`src/rtl/nib_alu_pkg.sv`:
```
package nib_alu_pkg;

  // Default operand width of the core.
  localparam int unsigned NIB_W = 4;

  // Function select lines gathered for internal routing.
  typedef struct packed {
    logic sum;
    logic bxor;
    logic bor;
    logic band;
  } fn_sel_t;

endpackage

```
`src/rtl/nib_full_adder.sv`:
```
module nib_full_adder (
  input  logic x_i,
  input  logic y_i,
  input  logic c_i,
  output logic s_o,
  output logic c_o
);

  logic half_s;

  assign half_s = x_i ^ y_i;
  assign s_o    = half_s ^ c_i;
  assign c_o    = (x_i & y_i) | (half_s & c_i);

endmodule

```
`src/rtl/nib_ripple_adder.sv`:
```
module nib_ripple_adder #(
  parameter int unsigned WIDTH = nib_alu_pkg::NIB_W
) (
  input  logic [WIDTH-1:0] x_i,
  input  logic [WIDTH-1:0] y_i,
  input  logic             c_i,
  output logic [WIDTH-1:0] s_o,
  output logic             c_o
);

  // chain[k] is the carry into stage k; chain[WIDTH] is the final carry.
  logic [WIDTH:0] chain;

  assign chain[0] = c_i;

  for (genvar k = 0; k < WIDTH; k++) begin : g_stage
    nib_full_adder u_fa (
      .x_i (x_i[k]),
      .y_i (y_i[k]),
      .c_i (chain[k]),
      .s_o (s_o[k]),
      .c_o (chain[k+1])
    );
  end

  assign c_o = chain[WIDTH];

endmodule

```
`src/rtl/nib_logic_unit.sv`:
```
module nib_logic_unit #(
  parameter int unsigned WIDTH = nib_alu_pkg::NIB_W
) (
  input  logic [WIDTH-1:0] x_i,
  input  logic [WIDTH-1:0] y_i,
  output logic [WIDTH-1:0] and_o,
  output logic [WIDTH-1:0] xor_o,
  output logic [WIDTH-1:0] or_o
);

  for (genvar k = 0; k < WIDTH; k++) begin : g_bit
    assign and_o[k] = x_i[k] & y_i[k];
    assign xor_o[k] = x_i[k] ^ y_i[k];
    assign or_o[k]  = x_i[k] | y_i[k];
  end

endmodule

```
`src/rtl/nib_result_mux.sv`:
```
module nib_result_mux
  import nib_alu_pkg::*;
#(
  parameter int unsigned WIDTH = NIB_W
) (
  input  fn_sel_t          sel_i,
  input  logic [WIDTH-1:0] sum_i,
  input  logic             sum_c_i,
  input  logic [WIDTH-1:0] and_i,
  input  logic [WIDTH-1:0] xor_i,
  input  logic [WIDTH-1:0] or_i,
  output logic [WIDTH-1:0] res_o,
  output logic             c_o
);

  // Fixed order when more than one line is high: sum, xor, or, and.
  always_comb begin
    if (sel_i.sum) begin
      res_o = sum_i;
    end else if (sel_i.bxor) begin
      res_o = xor_i;
    end else if (sel_i.bor) begin
      res_o = or_i;
    end else if (sel_i.band) begin
      res_o = and_i;
    end else begin
      res_o = '0;
    end
  end

  // The carry leaves the core only while addition is chosen.
  assign c_o = sel_i.sum & sum_c_i;

endmodule

```
`src/rtl/nib_alu_core.sv`:
```
module nib_alu_core
  import nib_alu_pkg::*;
#(
  parameter int unsigned WIDTH = NIB_W
) (
  input  logic [WIDTH-1:0] a_i,
  input  logic [WIDTH-1:0] b_i,
  input  logic             carry_i,
  input  logic             fn_sum_i,
  input  logic             fn_and_i,
  input  logic             fn_xor_i,
  input  logic             fn_or_i,
  output logic [WIDTH-1:0] res_o,
  output logic             carry_o
);

  fn_sel_t          sel;
  logic [WIDTH-1:0] add_res;
  logic             add_c;
  logic [WIDTH-1:0] and_res;
  logic [WIDTH-1:0] xor_res;
  logic [WIDTH-1:0] or_res;

  assign sel.sum  = fn_sum_i;
  assign sel.bxor = fn_xor_i;
  assign sel.bor  = fn_or_i;
  assign sel.band = fn_and_i;

  nib_ripple_adder #(.WIDTH(WIDTH)) u_add (
    .x_i (a_i),
    .y_i (b_i),
    .c_i (carry_i),
    .s_o (add_res),
    .c_o (add_c)
  );

  nib_logic_unit #(.WIDTH(WIDTH)) u_logic (
    .x_i   (a_i),
    .y_i   (b_i),
    .and_o (and_res),
    .xor_o (xor_res),
    .or_o  (or_res)
  );

  nib_result_mux #(.WIDTH(WIDTH)) u_mux (
    .sel_i   (sel),
    .sum_i   (add_res),
    .sum_c_i (add_c),
    .and_i   (and_res),
    .xor_i   (xor_res),
    .or_i    (or_res),
    .res_o   (res_o),
    .c_o     (carry_o)
  );

endmodule

```
`config.mk`:
```
export PLATFORM = sky130hd
export DESIGN_NAME = nib_alu_core
export DESIGN_NICKNAME = d
export VERILOG_FILES = /design/src/rtl/nib_alu_pkg.sv /design/src/rtl/nib_full_adder.sv /design/src/rtl/nib_ripple_adder.sv /design/src/rtl/nib_logic_unit.sv /design/src/rtl/nib_result_mux.sv /design/src/rtl/nib_alu_core.sv
export SDC_FILE = /design/constraint.sdc
export NUM_CORES = 1
export LEC_CHECK = 0
export BUFFER_PORTS_ARGS = -buffer_cell sky130_fd_sc_hd__buf_2
export CORE_AREA = 2 2 39 41
export DETAILED_ROUTE_END_ITERATION = 12
export DIE_AREA = 0 0 41 43
export PLACE_DENSITY_LB_ADDON = 0.3
export RECOVER_POWER = 50
export SLEW_MARGIN = 20
export SYNTH_ARGS = -nofsm -noshare
export SYNTH_HDL_FRONTEND = slang
export SYNTH_HIERARCHICAL = 1
export SYNTH_SLANG_ARGS = --single-unit
```
`constraint.sdc`:
```
create_clock -name vclk -period 4.75
set_clock_uncertainty 0.05 [all_clocks]
set_input_delay 1.425 -clock vclk [all_inputs]
set_output_delay 1.425 -clock vclk [all_outputs]
set_load 0.005 [all_outputs]
```
After elaboration in Yosys (flattened, before gate mapping). Cells that the tools add are included.

Register bits: 0. Bits of input ports: 13. Output and inout bits: 5. Logic and storage cells: 29.

Multiplexer cells: 4. Bitwise gates (word level): 25.

Operators with widths (count): $mux 4 (4); $and 1x1->1 (9); $or 1x1->1 (8); $xor 1x1->1 (8).

Longest topological paths before layout. Gate-level depths: netlist of run 1.

Depth in word-level cells: 10. Gate-level depth with buffers: 6. Depth with buffers taken out: 6.

By module. The synthesis of run 1 kept the hierarchy.

Modules (own cells, without submodules): nib_logic_unit (instances 1, cells an instance 20, area each 145.1 um2, seq. area each 0.0 um2); nib_result_mux (instances 1, cells an instance 21, area each 122.6 um2, seq. area each 0.0 um2); nib_full_adder (instances 4, cells an instance 1, area each 20.0 um2, seq. area each 0.0 um2).

Least setup slack after synthesis of run 1. OpenSTA, ideal clock, no wires.

Kind: input -> output. From: in a_i[0]. To: out res_o[3]. Data arrival time: 3.314 ns. Required time: 3.275 ns. Slack: -0.039 ns. Stages: 6. Buffers on the path: 0. Path through: fa_1 > fa_1 > fa_1 > fa_1 > o22ai_1 > a31oi_1.

Word-level cells in the longest chain between the ends: 9. Elaborated cells between the ends (all ways): 10. Classes of those cells: 1 x mux; 9 x bitwise.

Ends and longest elaborated chain: from (decl) (line nib_alu_core.sv:6) `input logic [WIDTH-1:0] a_i,`; $xor 1x1->1 (line nib_full_adder.sv:11) `assign half_s = x_i ^ y_i;`; $and 1x1->1 (line nib_full_adder.sv:13) `assign c_o = (x_i & y_i) | (half_s & c_i);`; $or 1x1->1 (*) (line nib_full_adder.sv:13); $and 1x1->1 (*) (line nib_full_adder.sv:13); $or 1x1->1 (*) (line nib_full_adder.sv:13); net u_add.chain[2] (line nib_ripple_adder.sv:12) `logic [WIDTH:0] chain;`; $and 1x1->1 (*) (line nib_full_adder.sv:13); $or 1x1->1 (*) (line nib_full_adder.sv:13); net u_add.chain[3] (line nib_ripple_adder.sv:12); $xor 1x1->1 (*) (line nib_full_adder.sv:12) `assign s_o = half_s ^ c_i;`; net add_res[3] (line nib_alu_core.sv:18) `logic [WIDTH-1:0] add_res;`; $mux 4 (*) (line nib_result_mux.sv:18) `if (sel_i.sum) begin`; to (decl) (line nib_alu_core.sv:13) `output logic [WIDTH-1:0] res_o,`.

Mark *: on every way through the listed nets, which the timed path passes. The rest lies on a longest branch.

Worst setup path after layout of run 1.
From: in a_i[0]. To: out res_o[3].

Word-level cells in the longest chain between the ends: 9. Elaborated cells between the ends (all ways): 10. Classes of those cells: 1 x mux; 9 x bitwise.

Ends and longest elaborated chain (line): $xor 1x1->1 (nib_full_adder.sv:11); $and 1x1->1 (nib_full_adder.sv:13); $or 1x1->1 (*) (nib_full_adder.sv:13); net u_add.chain[1] (nib_ripple_adder.sv:12); $and 1x1->1 (*) (nib_full_adder.sv:13); $or 1x1->1 (*) (nib_full_adder.sv:13); net u_add.chain[2] (nib_ripple_adder.sv:12); $and 1x1->1 (*) (nib_full_adder.sv:13); $or 1x1->1 (*) (nib_full_adder.sv:13); net u_add.chain[3] (nib_ripple_adder.sv:12); $xor 1x1->1 (*) (nib_full_adder.sv:12); net add_res[3] (nib_alu_core.sv:18); $mux 4 (*) (nib_result_mux.sv:18).

Marks and branches as above.

==> results of run 1 <==
[area by class of cell]
class / count / area, um2 / area share
multi-input cells: 32 / 307 / 0.627
repair buffers: 20 / 114 / 0.233
inverters: 13 / 48.8 / 0.0997
well taps: 16 / 20.0 / 0.0409
[per-layer routing]
layer / up-vias / wire length [um] / GRT usage
li1: 188 / - / -
met1: 162 / 341 / 0.125
met2: 15 / 310 / 0.156
met3: 0 / 73 / 0
met4: 0 / 0 / 0
met5: - / 0 / 0
[timing repair]
item / 4_1_cts / 5_1_grt
gates resized for setup: 2 / 1
buffers inserted: 0 / 0
setup endpoints to repair: 2 / 1
[synth_stat cells]
master | count | area (um2)
a31oi_1 | 4 | 25.0
and2_1 | 1 | 6.26
fa_1 | 4 | 80.1
ha_1 | 8 | 100
inv_1 | 13 | 48.8
nand2_1 | 4 | 15.0
nand2b_1 | 1 | 6.26
nand3b_1 | 4 | 30.0
nor2_1 | 1 | 3.75
o21ai_0 | 1 | 5.00
o22ai_1 | 3 | 18.8
or3b_1 | 1 | 8.76
[cell families after synthesis]
logic type | after synthesis
adder cells (fa/ha/maj) | 12
buffers and inverters | 13
AND/OR/NAND/NOR | 12
AO/OA/AOI/OAI | 8
[where the power goes]
group,switching [mW],internal [mW]
clock,0,0
combinational,0.0200,0.0212
sequential,0,0
total,0.0200,0.0212
[per-stage QoR]
step	utilization	setup TNS (ns)	total power, mW	setup WS, ns	hold WS (ns)
floorplan	-	0	0.0201	0.0389	2.91
global route	0.354	-0.240	0.0485	-0.240	3.16
global placement	0.345	-0.299	0.0407	-0.256	3.13
CTS	0.352	-0.166	0.0421	-0.166	3.13
detailed placement	0.345	-0.292	0.0412	-0.253	3.13
finish	0.354	-0.138	0.0412	-0.138	3.13
[critical path, delay by kind of cell]
kind | cells | cell delay, ns
compound gates | 2 | 0.21
buf+inv | 2 | 0.23
fa+ha+maj | 4 | 1.54
[final timing paths]
check / start / to / slack [ns] / depth (start not counted)
setup / recovery: a_i[0] / res_o[3] / -0.14 / 8
hold / removal: fn_sum_i / carry_o / 3.13 / 3
==> results by group, run 1 <==
Run status
  – Outcome: finished, violations left
  – Failing checks: negative setup slack

Setup path
  – Crit Path Class: in -> out
  – CP max stage cell: fa_1
  – CP Launch Type: primary input
  – Max incr delay on CP: between 0.4 and 0.5 ns
  – Critical Path End Type: output pin
  – Maximum fanout along the worst path: 2
  – Critical path cell sequence: buf_8 > fa_2 > fa_2 > fa_2 > fa_1 > o22ai_1 > a31oi_1 > buf_2
  – Worst Path Arrival: 3.41 ns
  – Most used cell, CP: fa_2
  – CP required: approximately 3.3 ns

Yosys
  – Synth unique cells: 12
  – Synthesized area per cell: about 7.7 um2
  – Multiplexer share of the synthesized area: 0
  – Register area share after synthesis: 0
  – Post-synthesis xor/xnor area fraction: 0
  – Syn_nets: 70
  – Yosys warnings: 6
  – Compound-cell area share of the yosys netlist: 0.140
  – Adder-cell share of the synthesized area: 0.518
  – Mapped Area: between 300 and 400 um2
  – Largest family of logic cells by synthesized area: adder cells
  – Gate Count Post-Synth: 45
  – Fraction of the mapped netlist area in simple logic gates: 0.201

Floorplanning
  – Die W: 41 um
  – Site Rows: 14
  – Core area: approximately 1400 um2
  – IO Count: 18
  – Die area: 1760 um2
  – Initial Utilization: 0.251
  – DIE HEIGHT: roughly 43 um

Timing
  – Final slew viol count: 0
  – Tcrit/Tclk final: 1.03
  – Final hold vios: 0
  – Worst-margin pin slew: about 0.28 ns
  – Fmax: approximately 200 MHz
  – RSZ-0062 raised after global routing: true
  – Setup violators final: 1
  – Slew HR: 0.815
  – Worst setup margin: -0.138 ns
  – Minimum clock period: roughly 4.9 ns

Run
  – Max_cap viols: 0

Finish
  – Area Overhead vs Synth: 40.6%
  – Commonest non-fill, non-tap cell in the layout: buf_2
  – Final instance area: around 500 um2
  – Fraction of layout cells with a size suffix above 1: 0.338
  – Fin nets: 92
  – FFs & Latches: 0
  – Ant diodes: 0
  – Most frequent cells in the layout: buf_2, inv_1, ha_1
  – Layout clock buffers: 0
  – Register area: 0 um2
  – Finished Layout Cells: 81
  – # fillers: ~160

GRT
  – Global-route wire length before repair: ~1200 um
  – GRT Total Usage: 0.0894
  – Largest net degree at the start of global routing: 9
  – Initial antenna violation count: 0
  – Vias in the first global route: roughly 330
  – Total grt overflow: 0

Power
  – Peak VDD IR: 0.0280 mV
  – Pleak: 0.267 nW
  – Power per cell area: 84.2 nW/um2

Detailed routing
  – Final ANT Viol Nets: 0
  – WL final: 724 um
  – Number of iterations in the first detailed-routing pass: 2
  – Via count: around 370
  – Wire per inst: 8.94 um
  – DRT iter0 DRCs: 3
  – DRC: 0
  – Via density: about 4.5

Placed design
  – DPL Wire Length: 661 um
  – Cell total after placement: 81
  – I/O Buffers: 18
  – Routability congestion estimate: between 0.7 and 0.8
  – DP Area: between 400 and 500 um2

Clock tree
  – Hold_buf cts: 0

Min path
  – Hold crit path type: in -> out
Power figures use the tool's default switching activity.
==> run 2, diff against run 1 <==
--- a/config.mk
+++ b/config.mk
@@ -9,7 +9,7 @@
 export CORE_AREA = 2 2 39 41
 export DETAILED_ROUTE_END_ITERATION = 12
 export DIE_AREA = 0 0 41 43
-export PLACE_DENSITY_LB_ADDON = 0.3
+export PLACE_DENSITY_LB_ADDON = 0.25
 export RECOVER_POWER = 50
 export SLEW_MARGIN = 20
 export SYNTH_ARGS = -nofsm -noshare
==> run 2 against run 1 <==
The flow still finishes with violations (negative setup slack). Hold slack barely moved. Sequential cell count did not move. Maximum frequency fell by 0.46%. Final cell count did not move. Wire length rose by 5.2%. Critical path type unchanged. Highest routed layer unchanged.
==> results by group, run 2 (same netlist as run 1, synthesis figures left out) <==
GRT
  – Largest net degree at the start of global routing: 9
  – Met2 GRT Util: 0.153
  – Vias in the first global route: just over 300
  – GRT Max-Usage Layer: met2
  – Initial antenna violation count: 0
  – GRT Total Usage: 0.0956
  – Met1 global-route usage: 0.149
  – Total grt overflow: 0
  – Global-route wire length before repair: between 1000 and 1500 um
  – Global routing usage on met3: 0

Timing
  – Worst-margin pin slew: roughly 0.28 ns
  – Slew HR: 0.816
  – Fmax: roughly 200 MHz
  – Final hold vios: 0
  – Tcrit/Tclk final: 1.03
  – Worst setup margin: -0.161 ns
  – Final slew viol count: 0
  – RSZ-0062 raised after global routing: true
  – Final hold slack: about 3.1 ns
  – Minimum clock period: 4.91 ns
  – Setup violators final: 1

Placed design
  – DPL Wire Length: between 600 and 700 um
  – I/O Buffers: 18
  – Routability congestion estimate: 0.730

Min path
  – Hold Crit Endpoint: carry_o
  – Depth of the worst hold-timing path: 3
  – Worst Hold Launch: fn_sum_i
  – Hold crit path type: in -> out

Floorplanning
  – Die W: 41 um
  – Site Rows: 14
  – Die area: between 1500 and 2000 um2
  – IO Count: 18
  – Initial Utilization: 0.251
  – Core area: roughly 1400 um2
  – DIE HEIGHT: between 40 and 50 um

Setup path
  – CP Launch Type: primary input
  – Critical Path End Type: output pin
  – CP required: ~3.3 ns
  – Maximum fanout along the worst path: 2
  – Crit Path Class: in -> out
  – Worst Path Arrival: around 3.4 ns
  – Crit path from: a_i[0]

Run status
  – Failing checks: negative setup slack
  – Outcome: finished, violations left

Finish
  – Most frequent cells in the layout: buf_2, inv_1, ha_1
  – Layout clock buffers: 0
  – Layout Utilization: 0.355
  – Register area: 0 um2
  – Fin nets: approximately 90
  – Area Overhead vs Synth: 41.4%
  – Commonest non-fill, non-tap cell in the layout: buf_2
  – Fraction of layout cells with a size suffix above 1: 0.354
  – # fillers: 151
  – FFs & Latches: 0
  – Ant diodes: 0

Clock tree
  – Hold_buf cts: 0
  – # Post-CTS Setup Buffers: 0

Detailed routing
  – WL final: approximately 760 um
  – Via density: between 4 and 5
  – Final ANT Viol Nets: 0
  – DRC: 0
  – Via count: 343
  – DRT iter0 DRCs: 3
  – Wire per inst: about 9.4 um
  – Number of iterations in the first detailed-routing pass: 4

Power
  – Power per cell area: around 86 nW/um2
  – Peak VDD IR: approximately 0.025 mV
  – Pleak: approximately 0.27 nW

Run
  – Max_cap viols: 0
-- run 2: worst max-delay path by stage --
stage	endpoint	slack [ns]	depth (start not counted)
floorplan	res_o[3]	0.04	6
CTS	res_o[3]	-0.15	8
finish	res_o[3]	-0.16	8
global route	res_o[3]	-0.25	8
detailed placement	res_o[3]	-0.24	8
global placement	res_o[3]	-0.23	8
-- run 2: area by class of cell --
class,count,area [um2],share of cell area
inverters,13,48.8,0.0992
multi-input cells,32,313,0.636
well taps,16,20.0,0.0407
repair buffers,20,110,0.224
-- run 2: power breakdown --
group	switching (mW)	internal, mW	total, mW
clock network	0	0	0
registers	0	0	0
logic	0.0207	0.0215	0.0422
total	0.0207	0.0215	0.0422
-- run 2: repair_timing --
action,CTS,global route
cloned,0,0
setup endpoints to repair,2,1
gates resized for setup,2,1
pin swaps,0,0
-- run 2: worst max-delay path, stage by stage --
cell     delay (ns)
buf_6          0.10
fa_2           0.37
fa_2           0.34
fa_2           0.34
fa_1           0.51
o22ai_2        0.08
a31oi_1        0.14
buf_2          0.13
-- run 2: metal layers --
metal,share of wire,vias up
li1,-,187
met1,0.47,142
met2,0.43,14
met3,0.097,0
met4,0,0
met5,0,-
-- run 2: stage by stage --
step | instances | setup TNS, ns | worst slack (ns) | total power, mW | area, um2
6_report | 81 | -0.161 | -0.161 | 0.0422 | 492
5_1_grt | 81 | -0.252 | -0.252 | 0.0504 | 492
4_1_cts | 81 | -0.151 | -0.151 | 0.0416 | 487
3_5_place_dp | 81 | -0.273 | -0.242 | 0.0404 | 478
3_3_place_gp | 81 | -0.254 | -0.232 | 0.0406 | 478
2_1_floorplan | 45 | 0 | 0.0389 | 0.0201 | 353
